**config.mk**
```make
export PLATFORM = sky130hd
export DESIGN_NAME = ratediv_top
export DESIGN_NICKNAME = d
export VERILOG_FILES = /design/src/rtl/ratediv_pkg.sv /design/src/rtl/ratediv_rst_sync.sv /design/src/rtl/ratediv_limit_sel.sv /design/src/rtl/ratediv_counter.sv /design/src/rtl/ratediv_toggle.sv /design/src/rtl/ratediv_top.sv
export SDC_FILE = /design/constraint.sdc
export NUM_CORES = 1
export LEC_CHECK = 0
export BUFFER_PORTS_ARGS = -buffer_cell sky130_fd_sc_hd__buf_2
export CAP_MARGIN = 20
export CORE_MARGIN = 2
export CORE_UTILIZATION = 50
export CTS_CLUSTER_SIZE = 8
export DETAILED_ROUTE_END_ITERATION = 8
export GPL_TIMING_DRIVEN = 0
export PLACE_DENSITY_LB_ADDON = 0.08
export SLEW_MARGIN = 5
export SYNTH_ARGS = -nofsm -noshare
export SYNTH_HDL_FRONTEND = slang
export SYNTH_SLANG_ARGS = --single-unit
```
**constraint.sdc**
```tcl
create_clock -name clk -period 1.6 [get_ports clk]
set_input_delay 0.08 -clock clk [delete_from_list [all_inputs] [get_ports clk]]
set_output_delay 0.08 -clock clk [all_outputs]
set_load 0.05 [all_outputs]
```
**src/rtl/ratediv_pkg.sv**
```systemverilog
`timescale 1ns/1ps
package ratediv_pkg;
  localparam int unsigned DEF_SLOW_DIV = 10_000_000;
  localparam int unsigned RATE_RATIO   = 5;
  localparam int unsigned DEF_CNT_W    = 32;

  typedef enum logic {
    RATE_SLOW = 1'b0,
    RATE_FAST = 1'b1
  } rate_e;
endpackage

```
**src/rtl/ratediv_rst_sync.sv**
```systemverilog
`timescale 1ns/1ps
// Asserts asynchronously, releases after STAGES rising edges (STAGES >= 2).
module ratediv_rst_sync #(
  parameter int unsigned STAGES = 2
) (
  input  logic clk,
  input  logic rst_n,
  output logic rst_sync_n
);
  logic [STAGES-1:0] sync_q;
  logic [STAGES-1:0] sync_d;

  always_comb sync_d = {sync_q[STAGES-2:0], 1'b1};

  always_ff @(posedge clk or negedge rst_n) begin
    if (!rst_n) sync_q <= '0;
    else        sync_q <= sync_d;
  end

  assign rst_sync_n = sync_q[STAGES-1];
endmodule

```
**src/rtl/ratediv_limit_sel.sv**
```systemverilog
`timescale 1ns/1ps
// Pure combinational choice of the active division limit.
module ratediv_limit_sel
  import ratediv_pkg::*;
#(
  parameter int unsigned CNT_W    = DEF_CNT_W,
  parameter int unsigned SLOW_DIV = DEF_SLOW_DIV,
  parameter int unsigned FAST_DIV = DEF_SLOW_DIV / RATE_RATIO
) (
  input  logic             rate_fast,
  output logic [CNT_W-1:0] limit
);
  localparam logic [CNT_W-1:0] SLOW_L = CNT_W'(SLOW_DIV);
  localparam logic [CNT_W-1:0] FAST_L = CNT_W'(FAST_DIV);

  rate_e rate;

  always_comb begin
    rate  = rate_e'(rate_fast);
    limit = (rate == RATE_FAST) ? FAST_L : SLOW_L;
  end
endmodule

```
**src/rtl/ratediv_counter.sv**
```systemverilog
`timescale 1ns/1ps
// Free-running counter; wraps and pulses when at or beyond the limit.
module ratediv_counter #(
  parameter int unsigned CNT_W = 32
) (
  input  logic             clk,
  input  logic             rst_n,
  input  logic [CNT_W-1:0] limit,
  output logic [CNT_W-1:0] cnt,
  output logic             tick
);
  logic [CNT_W-1:0] cnt_d;
  logic             tick_d;
  logic             at_limit;

  // ">=" rather than "==": a limit lowered below the count wraps at once.
  always_comb begin
    at_limit = (cnt >= limit);
    if (at_limit) begin
      cnt_d  = '0;
      tick_d = 1'b1;
    end else begin
      cnt_d  = cnt + 1'b1;
      tick_d = 1'b0;
    end
  end

  always_ff @(posedge clk or negedge rst_n) begin
    if (!rst_n) begin
      cnt  <= '0;
      tick <= 1'b0;
    end else begin
      cnt  <= cnt_d;
      tick <= tick_d;
    end
  end
endmodule

```
**src/rtl/ratediv_toggle.sv**
```systemverilog
`timescale 1ns/1ps
// Output flop that inverts when enabled.
module ratediv_toggle (
  input  logic clk,
  input  logic rst_n,
  input  logic en,
  output logic q
);
  logic q_d;

  always_comb q_d = en ? ~q : q;

  always_ff @(posedge clk or negedge rst_n) begin
    if (!rst_n) q <= 1'b0;
    else        q <= q_d;
  end
endmodule

```
**src/rtl/ratediv_top.sv**
```systemverilog
`timescale 1ns/1ps
module ratediv_top
  import ratediv_pkg::*;
#(
  parameter int unsigned CNT_W       = DEF_CNT_W,
  parameter int unsigned SLOW_DIV    = DEF_SLOW_DIV,
  parameter int unsigned FAST_DIV    = SLOW_DIV / RATE_RATIO,
  parameter int unsigned SYNC_STAGES = 2
) (
  input  logic clk,
  input  logic rst_n,
  input  logic rate_fast,
  output logic clk_out
);
  logic             rst_sync_n;
  logic [CNT_W-1:0] limit;
  logic [CNT_W-1:0] cnt;
  logic             tick;

  ratediv_rst_sync #(.STAGES(SYNC_STAGES)) u_rst (
    .clk        (clk),
    .rst_n      (rst_n),
    .rst_sync_n (rst_sync_n)
  );

  ratediv_limit_sel #(
    .CNT_W    (CNT_W),
    .SLOW_DIV (SLOW_DIV),
    .FAST_DIV (FAST_DIV)
  ) u_sel (
    .rate_fast (rate_fast),
    .limit     (limit)
  );

  ratediv_counter #(.CNT_W(CNT_W)) u_cnt (
    .clk   (clk),
    .rst_n (rst_sync_n),
    .limit (limit),
    .cnt   (cnt),
    .tick  (tick)
  );

  ratediv_toggle u_tgl (
    .clk   (clk),
    .rst_n (rst_sync_n),
    .en    (tick),
    .q     (clk_out)
  );
endmodule

```
==> summary.md, run 1 <==
| Metric | Value |
|---|---|
| Cell Rows | `21` |
| Worst Path Arrival | `between 2 and 2.5 ns` |
| CP Capture Type | `register` |
| Leading area contributor after synthesis | `dfrtp_1` |
| Iteration-0 DRC Markers | `roughly 100` |
| Syn Area/Cell | `10.5 µm²` |
| WL met1 | `2000 µm` |
| Rel. slew slack | `0.452` |
| Mapped Area | `1790 µm²` |
| Antenna cells | `0` |
| Ports | `4` |
| Hold crit path type | `input port to async pin` |
| Max Cap Violations | `0` |
| Count of cell types in the netlist | `35` |
| Internal | `between 1000 and 1500 µW` |
| Filler cells | `about 180` |
| 1st-pass router iterations | `4` |
| Vias in the first global route | `about 1,700` |
| CP Max Fanout | `3` |
| Most frequent cells in the layout | `buf_4 (37), dfrtp_1 (28), nor3_2 (10), buf_6 (10)` |
| Synth top area share | `0.504` |
| Leak | `between 0.001 and 0.0015 µW` |
| Top Metal Used | `met4` |
| Worst-path clk slew | `0.11 ns` |
| CTS tree | `yes` |
| Drt drc | `0` |
| Layout cells sized above 1 | `0.523` |
| Detailed Route WL | `5430 µm` |
| Critical path class | `register to register` |
| CTS Root Cell | `clkbuf_4` |
| Comb power frac | `0.050` |
| Sequential power share | `0.612` |
| Synthesized flop and latch total | `36` |
| Global-route wire length before repair | `8490 µm` |
| Seq/Total Area, Yosys | `0.504` |
| Storage element area | `about 900 µm²` |
| Final hold vios | `0` |
| Area of the multi-input gates | `between 1000 and 1500 µm²` |
| Final ANT Viol Nets | `0` |
| Slew Limit Fails | `0` |
| Met3 wire len | `278 µm` |
| Switching part of the total | `0.250` |
| Startpoint class of the critical path | `register` |
| Switching power | `387 µW` |
| Antenna violations before repair | `0` |
| Final #Nets | `around 250` |
| Clock Path Buffers | `2` |
| Most common cell after layout, fill and taps aside | `buf_4` |
| H-tree levels | `2` |
| Die H | `63.8 µm` |
| Failing checks | `negative setup slack` |
| DP HPWL | `2570 µm` |
| RSZ-0062 raised after global routing | `true` |
| WL met2 | `between 2000 and 3000 µm` |
| CP required | `1.88 ns` |
| Starting Density | `0.527` |
| FMAX | `roughly 520 MHz` |
| Number of synthesized flops with an enable pin | `0` |
| Largest net degree at the start of global routing | `19` |
| Port Buffers | `3` |
| PD cells | `559 nW/µm²` |
| Final Setup Violations | `26` |
| Finished Cell Area | `2770 µm²` |
| Die width | `between 60 and 70 µm` |
| GRT overflow | `0` |
| Clk pwr share | `0.338` |
| Die footprint | `approximately 4000 µm²` |
| Setup slack after layout | `-0.311 ns` |
| Synth warn | `0` |
| Worst-Skew Late Latency | `0.36 ns` |
| Asr flop ratio synth | `1.00` |
| Via Count | `~1,700` |
| Overall power | `approximately 1500 µW` |
| Run status | `finished with violations` |
| Routed len/inst | `~19 µm` |
| Area after DPL | `2020 µm²` |
| Area grow syn2layout | `55.0%` |
| Main synth FF type | `dfrtp_1` |
| Total track usage | `0.274` |
| Clk_skew | `about 0.017 ns` |
| Final Wtd Congestion | `~0.8` |
| Min Tclk post-route | `1.91 ns` |
| Avg Vias per Cell | `5.94` |
| Cts bufs inserted | `5` |
| Synth top area cells | `dfrtp_1 (50%), ha_1 (4.9%), nor3_1 (4.8%)` |
| Max IR drop VDD | `0.505 mV` |
| Slew @ Worst Pin | `~0.82 ns` |
| Synth Instances | `170` |
| Fin crit share | `1.19` |
| Core ar. | `approximately 3400 µm²` |
| CTS Sinks | `36` |
-- metrics by stage --
step	util	setup TNS [ns]	instances	hold slack, ns	worst slack [ns]
after global placement	0.587	-8.04	225	-0.134	-0.347
after floorplan	-	-3.11	176	-0.216	-0.249
after global routing	0.817	-7.03	283	0.0441	-0.350
after detailed placement	0.595	-8.72	226	-0.134	-0.383
after CTS	0.775	-5.05	277	0.0150	-0.220
final	0.817	-5.33	283	0.0323	-0.311
-- final timing paths --
kind	startpoint	end	slack [ns]	depth (start not counted)
setup / recovery	u_cnt.cnt[1]$_DFF_PN0_	u_cnt.cnt[22]$_DFF_PN0_	-0.31	6
hold / removal	rst_n	u_rst.sync_q[0]$_DFF_PN0_	0.03	2
setup reg to reg	u_cnt.cnt[1]$_DFF_PN0_	u_cnt.cnt[22]$_DFF_PN0_	-0.31	6
hold reg to reg	u_rst.sync_q[1]$_DFF_PN0_	u_cnt.cnt[12]$_DFF_PN0_	0.33	0
max in group asynchronous	u_rst.sync_q[1]$_DFF_PN0_	u_cnt.cnt[7]$_DFF_PN0_	0.70	0
min in group clk	u_rst.sync_q[0]$_DFF_PN0_	u_rst.sync_q[1]$_DFF_PN0_	0.37	0
-- layer usage --
| metal | GRT usage | vias up |
|---|---|---|
| met3 | 0.0563 | 25 |
| li1 | - | 758 |
| met5 | 0 | - |
| met4 | 0.130 | 0 |
| met2 | 0.475 | 70 |
| met1 | 0.323 | 829 |
-- power by group through the flow --
| stage | Clock, µW | Combinational [µW] | Sequential (µW) |
|---|---|---|---|
| 6_report | 524 | 77.8 | 948 |
| 5_1_grt | 582 | 85.6 | 953 |
| 3_3_place_gp | 0 | 51.9 | 968 |
| 2_1_floorplan | 0 | 13.1 | 989 |
| 3_5_place_dp | 0 | 69.0 | 965 |
| 4_1_cts | 533 | 74.4 | 947 |
-- cell type report --
cell class	count	area share
Clock buffer	6	0.0185
Multi-Input combinational cell	128	0.416
Inverter	6	0.00813
Tap cell	46	0.0208
Sequential cell	36	0.329
Buffer	5	0.0361
Timing Repair Buffer	54	0.168
Clock inverter	2	0.00361
-- state kept, by name (all words and copies together), names as in the netlist --
signal	cells
u_cnt.tick	1
u_tgl.q	1
u_rst.sync_q	2
u_cnt.cnt	32
-- what timing repair did --
item,CTS,global route
hold endpoints to repair,2,0
hold buffers,1,0
cloned,3,0
buffers inserted,40,6
pin swaps,18,8
resized for setup,44,22
setup endpoints to repair,26,26
-- logic make-up (layout without fill, tap and decap cells) --
kind of cell | Yosys count | count (layout) | share of synthesized area
other cells | 2 | 8 | 0.00420
simple gates | 70 | 70 | 0.241
compound gates | 30 | 30 | 0.108
xor+xnor | 13 | 13 | 0.0637
buf+inv | 12 | 73 | 0.0301
flops | 36 | 36 | 0.504
fa+ha+maj | 7 | 7 | 0.0490
-- critical path, stage by stage, from the launching register on --
cell and delay (ns):
dfrtp_1 0.44, ha_4 0.18, nand4_4 0.10, buf_4 0.16, or4_4 0.42, or4_1 0.41, a21oi_1 0.16
-- cells in the mapped netlist (all sizes together) (2+ instances only) --
cell type and number:
nand3 9, or3 7, a211oi 8, a21oi 4
and4 3, or4 7, xnor2 8, inv 6
a21o 2, nor3 17, nand2 9, buf 2
o21ai 10, xor2 5, nor2 3, clkbuf 4
conb 2, nand4 6, ha 7, dfrtp 36
nor4 4, o31ai 5
No activity file was read; power rests on OpenSTA's default activity.
==> run 2, diff against run 1 <==
PLACE_DENSITY = 0.66   (was unset)
PLACE_DENSITY_LB_ADDON = unset   (was 0.08)
==> summary.md, run 2 (synthesis gave the netlist of run 1 again) <==
| Metric | Value |
|---|---|
| DP HPWL | `2570 µm (-0.16%)` |
| FMAX | `514 MHz (-1.8%)` |
| CTS tree | `yes` |
| Antenna violations before repair | `0 (unchanged)` |
| Final #Nets | `238 (-3.3%)` |
| Total track usage | `0.252 (-0.0224)` |
| Global-route wire length before repair | `7750 µm (-8.7%)` |
| Failing checks | `negative setup slack` |
| Clk_skew | `0.00979 ns (-0.00681 ns)` |
| Area grow syn2layout | `48.0%` |
| Detailed Route WL | `4940 µm (-8.9%)` |
| Leak | `0.00102 µW (-6.4%)` |
| Avg Vias per Cell | `5.86 (-1.4%)` |
| Internal | `1160 µW (about the same)` |
| PD cells | `583 nW/µm² (+4.2%)` |
| CP Max Fanout | `5 (+2)` |
| Clk pwr share | `0.338 (about the same)` |
| Cts bufs inserted | `5 (unchanged)` |
| Port Buffers | `3 (unchanged)` |
| Layout cells sized above 1 | `0.498 (-0.0254)` |
| Critical path class | `register to register` |
| Starting Density | `0.527 (unchanged)` |
| Largest register FFs | `32 (unchanged)` |
| Slew Limit Fails | `0 (unchanged)` |
| H-tree levels | `2 (unchanged)` |
| Min Tclk post-route | `1.95 ns (+0.0341 ns)` |
| Overall power | `1540 µW (-0.48%)` |
| CP Capture Type | `register` |
| Sum Neg Setup Slack | `-6.33 ns (-1.00 ns)` |
| CP required | `1.87 ns (about the same)` |
| GRT overflow | `0 (unchanged)` |
| RSZ-0062 raised after global routing | `true` |
| Ports | `4 (unchanged)` |
| Most flops, register | `u_cnt.cnt` |
| Iteration-0 DRC Markers | `73 (-28%)` |
| Rel. slew slack | `0.484 (+0.0318)` |
| Max Cap Violations | `0 (unchanged)` |
| Setup slack after layout | `-0.345 ns (-0.0341 ns)` |
| Most frequent cells in the layout | `buf_4 (36), dfrtp_1 (28)` |
| Via Count | `1,612 (-4.2%)` |
| Die H | `63.8 µm (unchanged)` |
| Final hold vios | `0 (unchanged)` |
| Post-Place Cells | `226 (unchanged)` |
| Max IR drop VDD | `0.556 mV (+10%)` |
| Die footprint | `4070 µm² (unchanged)` |
| Startpoint class of the critical path | `register` |
| Worst-path clk slew | `0.11 ns (about the same)` |
| Finished Cell Area | `2650 µm² (-4.5%)` |
| Switching part of the total | `0.247 (-0.00309)` |
| Slew @ Worst Pin | `0.774 ns (-0.0477 ns)` |
| Switching power | `381 µW (-1.7%)` |
| Worst Path Arrival | `2.22 ns (+0.02 ns)` |
| R2R Path End | `u_cnt.cnt[23]$_DFF_PN0_` |
| Filler cells | `203 (+16%)` |
| Area after DPL | `2020 µm² (unchanged)` |
| Comb power frac | `0.049 (about the same)` |
| CTS Root Cell | `clkbuf_4` |
| Clock Path Buffers | `2 (unchanged)` |
| Vias in the first global route | `1,664 (-4.5%)` |
| Antenna cells | `0 (unchanged)` |
| Hold crit path type | `input port to async pin` |
| Largest net degree at the start of global routing | `19 (unchanged)` |
| Most common cell after layout, fill and taps aside | `buf_4` |
| Worst-Skew Late Latency | `0.35 ns (about the same)` |
| Final Wtd Congestion | `0.801 (-1.9%)` |
| Largest regs | `u_cnt.cnt x32, u_rst.sync_q x2` |
| R2R depth | `5 (-1)` |
| Cell Rows | `21 (unchanged)` |
| Fin crit share | `1.22 (+0.0213)` |
| Final Setup Violations | `26 (unchanged)` |
| Routed len/inst | `18.0 µm (-6.3%)` |
| Die width | `63.8 µm (unchanged)` |
| Drt drc | `0 (unchanged)` |
| 1st-pass router iterations | `4 (unchanged)` |
| CTS Sinks | `36 (unchanged)` |
| Core ar. | `3390 µm² (unchanged)` |
| Worst reg2reg setup slack | `-0.35 ns (-0.03 ns)` |
| Run status | `finished with violations` |
| R2r startpoint | `u_cnt.cnt[6]$_DFF_PN0_` |
| Final ANT Viol Nets | `0 (unchanged)` |
| Non-filler cells, final | `275 (-2.8%)` |
| Sequential power share | `0.613 (about the same)` |
| Place WS | `-0.407 ns (-0.0233 ns)` |
## run 2: area by class of cell
type                            instances  area (µm²)  share of cell area
Multi-Input combinational cell        128        1140               0.431
Sequential cell                        36         911               0.344
Timing Repair Buffer                   46         387               0.146
Buffer                                  5        66.3              0.0251
Tap cell                               46        57.6              0.0218
Clock buffer                            6        51.3              0.0194
Inverter                                6        22.5             0.00851
Clock inverter                          2        10.0             0.00378
## run 2: worst max path at each step
stage                                      start                 endpoint  depth (start not counted)
after floorplan           u_cnt.cnt[0]$_DFF_PN0_  u_cnt.cnt[20]$_DFF_PN0_                          6
after global placement    u_cnt.cnt[0]$_DFF_PN0_  u_cnt.cnt[20]$_DFF_PN0_                          6
after detailed placement  u_cnt.cnt[0]$_DFF_PN0_  u_cnt.cnt[20]$_DFF_PN0_                          6
after CTS                 u_cnt.cnt[9]$_DFF_PN0_   u_cnt.cnt[6]$_DFF_PN0_                          7
after global routing      u_cnt.cnt[6]$_DFF_PN0_  u_cnt.cnt[23]$_DFF_PN0_                          5
final                     u_cnt.cnt[6]$_DFF_PN0_  u_cnt.cnt[23]$_DFF_PN0_                          5
## run 2: timing repair
item,in CTS,in global routing
hold buffers,1,0
gates cloned,1,1
setup buffers,27,12
endpoints found under the hold margin,2,0
pin swaps,9,18
resized for setup,20,37
endpoints found under the setup margin,26,26
## run 2: metal layers
layer  wire length, µm  vias to the layer above  GRT usage
li1                  -                      742          -
met1              1940                      803      0.292
met2              2660                       56      0.439
met3               225                       11     0.0440
met4               109                        0      0.136
met5                 0                        -          0
## run 2: critical path, stage by stage (launching register included)
cell,delay [ns]
dfrtp_1,0.41
nand4_4,0.14
or4_4,0.57
buf_4,0.15
or4_1,0.42
a211oi_2,0.19
## run 2: per-stage QoR
stage / util / hold WS, ns
floorplan: - / -0.216
global placement: 0.587 / -0.134
detailed placement: 0.595 / -0.133
CTS: 0.700 / 0.0284
global route: 0.780 / 0.0249
finish: 0.780 / 0.0298
## run 2: power by group through the flow
stage / clock, µW / sequential (µW) / combinational [µW]
2_1_floorplan: 0 / 989 / 13.1
3_3_place_gp: 0 / 969 / 52.0
5_1_grt: 577 / 949 / 83.1
4_1_cts: 520 / 944 / 71.4
6_report: 521 / 945 / 75.4
3_5_place_dp: 0 / 962 / 68.2
==> run 3, diff against run 2 <==
clock period = 2 ns   (was 1.6 ns; I/O delays follow)
==> summary.md, run 3 (synthesis gave the netlist of run 1 again) <==
| Metric | Value |
|---|---|
| Run status | `completed` |
| H-tree levels | `2 (unchanged)` |
| Antenna cells | `0 (unchanged)` |
| Post-Place Cells | `226 (unchanged)` |
| Routed len/inst | `15.4 µm (-14%)` |
| Worst-path cell chain | `buf_4 -> nand4_4 -> or3_4 -> or4_4 -> a211oi_2` |
| Startpoint class of the critical path | `register` |
| Storage element area | `911 µm² (unchanged)` |
| Worst path max stage delay | `0.50 ns (-0.07 ns)` |
| Overall power | `1310 µW (-15%)` |
| CP Max Fanout | `7 (+2)` |
| Antenna violations before repair | `0 (unchanged)` |
| Worst reg2reg setup slack | `0.06 ns (+0.41 ns)` |
| Final Wtd Congestion | `0.815 (+1.7%)` |
| R2R Path End | `u_cnt.cnt[20]$_DFF_PN0_` |
| Port Buffers | `3 (unchanged)` |
| Vias in the first global route | `1,437 (-14%)` |
| Leak | `0.000871 µW (-14%)` |
| Most common cell after layout, fill and taps aside | `dfrtp_1` |
| Most frequent cells in the layout | `dfrtp_1 (28), buf_4 (19), nor3_1 (17)` |
| Layout cells sized above 1 | `0.313 (-0.185)` |
| Cts bufs inserted | `5 (unchanged)` |
| DP HPWL | `2560 µm (-0.17%)` |
| Non-filler cells, final | `254 (-7.6%)` |
| CP Capture Type | `register` |
| Core ar. | `3390 µm² (unchanged)` |
| Drt drc | `0 (unchanged)` |
| Min Tclk post-route | `1.94 ns (-0.00704 ns)` |
| Slew @ Worst Pin | `0.834 ns (+0.0599 ns)` |
| R2R depth | `5 (unchanged)` |
| CP required | `2.26 ns (+0.39 ns)` |
| Avg Vias per Cell | `5.69 (-2.9%)` |
| Die H | `63.8 µm (unchanged)` |
| Slew Limit Fails | `0 (unchanged)` |
| Largest net degree at the start of global routing | `22 (+3)` |
| Detailed Route WL | `3920 µm (-21%)` |
| Cell Rows | `21 (unchanged)` |
| Slowest stage cell, crit path | `or4_4` |
| Hold crit path type | `input port to async pin` |
| CTS Sinks | `36 (unchanged)` |
| PD cells | `581 nW/µm² (-0.29%)` |
| Largest register FFs | `32 (unchanged)` |
| Final Setup Violations | `0 (-100%)` |
| Global-route wire length before repair | `6490 µm (-16%)` |
| Rel. slew slack | `0.444 (-0.0399)` |
| Iteration-0 DRC Markers | `101 (+38%)` |
| Die width | `63.8 µm (unchanged)` |
| Final hold vios | `0 (unchanged)` |
| Max IR drop VDD | `0.459 mV (-17%)` |
| Worst Path Arrival | `2.19 ns (-0.03 ns)` |
| Clock Path Buffers | `2 (unchanged)` |
| Fin crit share | `0.969 (-0.247)` |
| R2r startpoint | `u_cnt.cnt[2]$_DFF_PN0_` |
| Die footprint | `4070 µm² (unchanged)` |
| GRT overflow | `0 (unchanged)` |
| Clk_skew | `0.00937 ns (-0.000422 ns)` |
| Via Count | `1,446 (-10%)` |
| Most flops, register | `u_cnt.cnt` |
| Critical path class | `register to register` |
| CTS Root Cell | `clkbuf_4` |
| Worst-Skew Late Latency | `0.34 ns (about the same)` |
| Total track usage | `0.206 (-0.0456)` |
| Area grow syn2layout | `26.6%` |
| Largest regs | `u_cnt.cnt x32, u_rst.sync_q x2` |
| Starting Density | `0.527 (unchanged)` |
| Worst-path clk slew | `0.10 ns (about the same)` |
| 1st-pass router iterations | `4 (unchanged)` |
| Ports | `4 (unchanged)` |
| Max Cap Violations | `0 (unchanged)` |
| Filler cells | `262 (+29%)` |
| Final ANT Viol Nets | `0 (unchanged)` |
| Area of the multi-input gates | `952 µm² (-16%)` |
| Final #Nets | `217 (-8.8%)` |
| FMAX | `516 MHz (+0.36%)` |
| CTS tree | `yes` |
## run 3: worst max path at each step
stage	from	endpoint	slack, ns	cells past startpoint
final	u_cnt.cnt[2]$_DFF_PN0_	u_cnt.cnt[20]$_DFF_PN0_	0.06	5
after global routing	u_cnt.cnt[7]$_DFF_PN0_	u_cnt.cnt[19]$_DFF_PN0_	-0.001	5
after CTS	u_cnt.cnt[1]$_DFF_PN0_	u_cnt.cnt[20]$_DFF_PN0_	-0.02	6
after detailed placement	u_cnt.cnt[9]$_DFF_PN0_	u_cnt.cnt[20]$_DFF_PN0_	-0.30	6
after global placement	u_cnt.cnt[9]$_DFF_PN0_	u_cnt.cnt[2]$_DFF_PN0_	-0.29	6
after floorplan	u_cnt.cnt[0]$_DFF_PN0_	u_cnt.cnt[20]$_DFF_PN0_	0.02	6
## run 3: report_power, final
part	internal, µW	total, µW	switching (µW)
clock	260	507	247
sequential	742	755	13.2
combinational	14.5	52.1	37.6
## run 3: cell type report
cell class / instances / area share
Clock inverter: 3 / 0.0188
Buffer: 5 / 0.0216
Inverter: 6 / 0.00996
Multi-Input combinational cell: 128 / 0.421
Clock buffer: 5 / 0.0166
Timing Repair Buffer: 25 / 0.0841
Sequential cell: 36 / 0.403
Tap cell: 46 / 0.0254
## run 3: routing by layer
metal / track usage / routed length [µm] / share of wire / up-vias
li1: - / - / - / 701
met1: 0.256 / 1740 / 0.44 / 710
met2: 0.350 / 1980 / 0.50 / 27
met3: 0.0475 / 131 / 0.033 / 8
met4: 0.0734 / 66 / 0.017 / 0
met5: 0 / 0 / 0 / -
## run 3: repair_timing
item,in CTS,in global routing
setup endpoints to repair,24,25
gates resized for setup,18,16
pin swaps,3,8
hold buffers,1,0
buffers inserted,5,14
hold endpoints to repair,2,0
cloned,0,1
## run 3: stage by stage
step	hold slack [ns]	setup TNS, ns	util	setup slack (ns)	cell area, µm²
after floorplan	-0.196	0	-	0.0210	1830
after global placement	-0.115	-4.98	0.560	-0.289	1900
after detailed placement	-0.110	-5.45	0.565	-0.303	1910
after CTS	0.0486	-0.0245	0.620	-0.0190	2100
after global routing	0.0662	-0.00147	0.667	-0.00147	2260
final	0.0622	0	0.667	0.0619	2260
## run 3: worst max-delay path, delay by kind of cell (launching register included)
kind,cells,cell delay (ns)
AOI/OAI and AO/OA,1,0.24
buffers and inverters,1,0.14
and+or+nand+nor,3,1.04
DFF,1,0.44
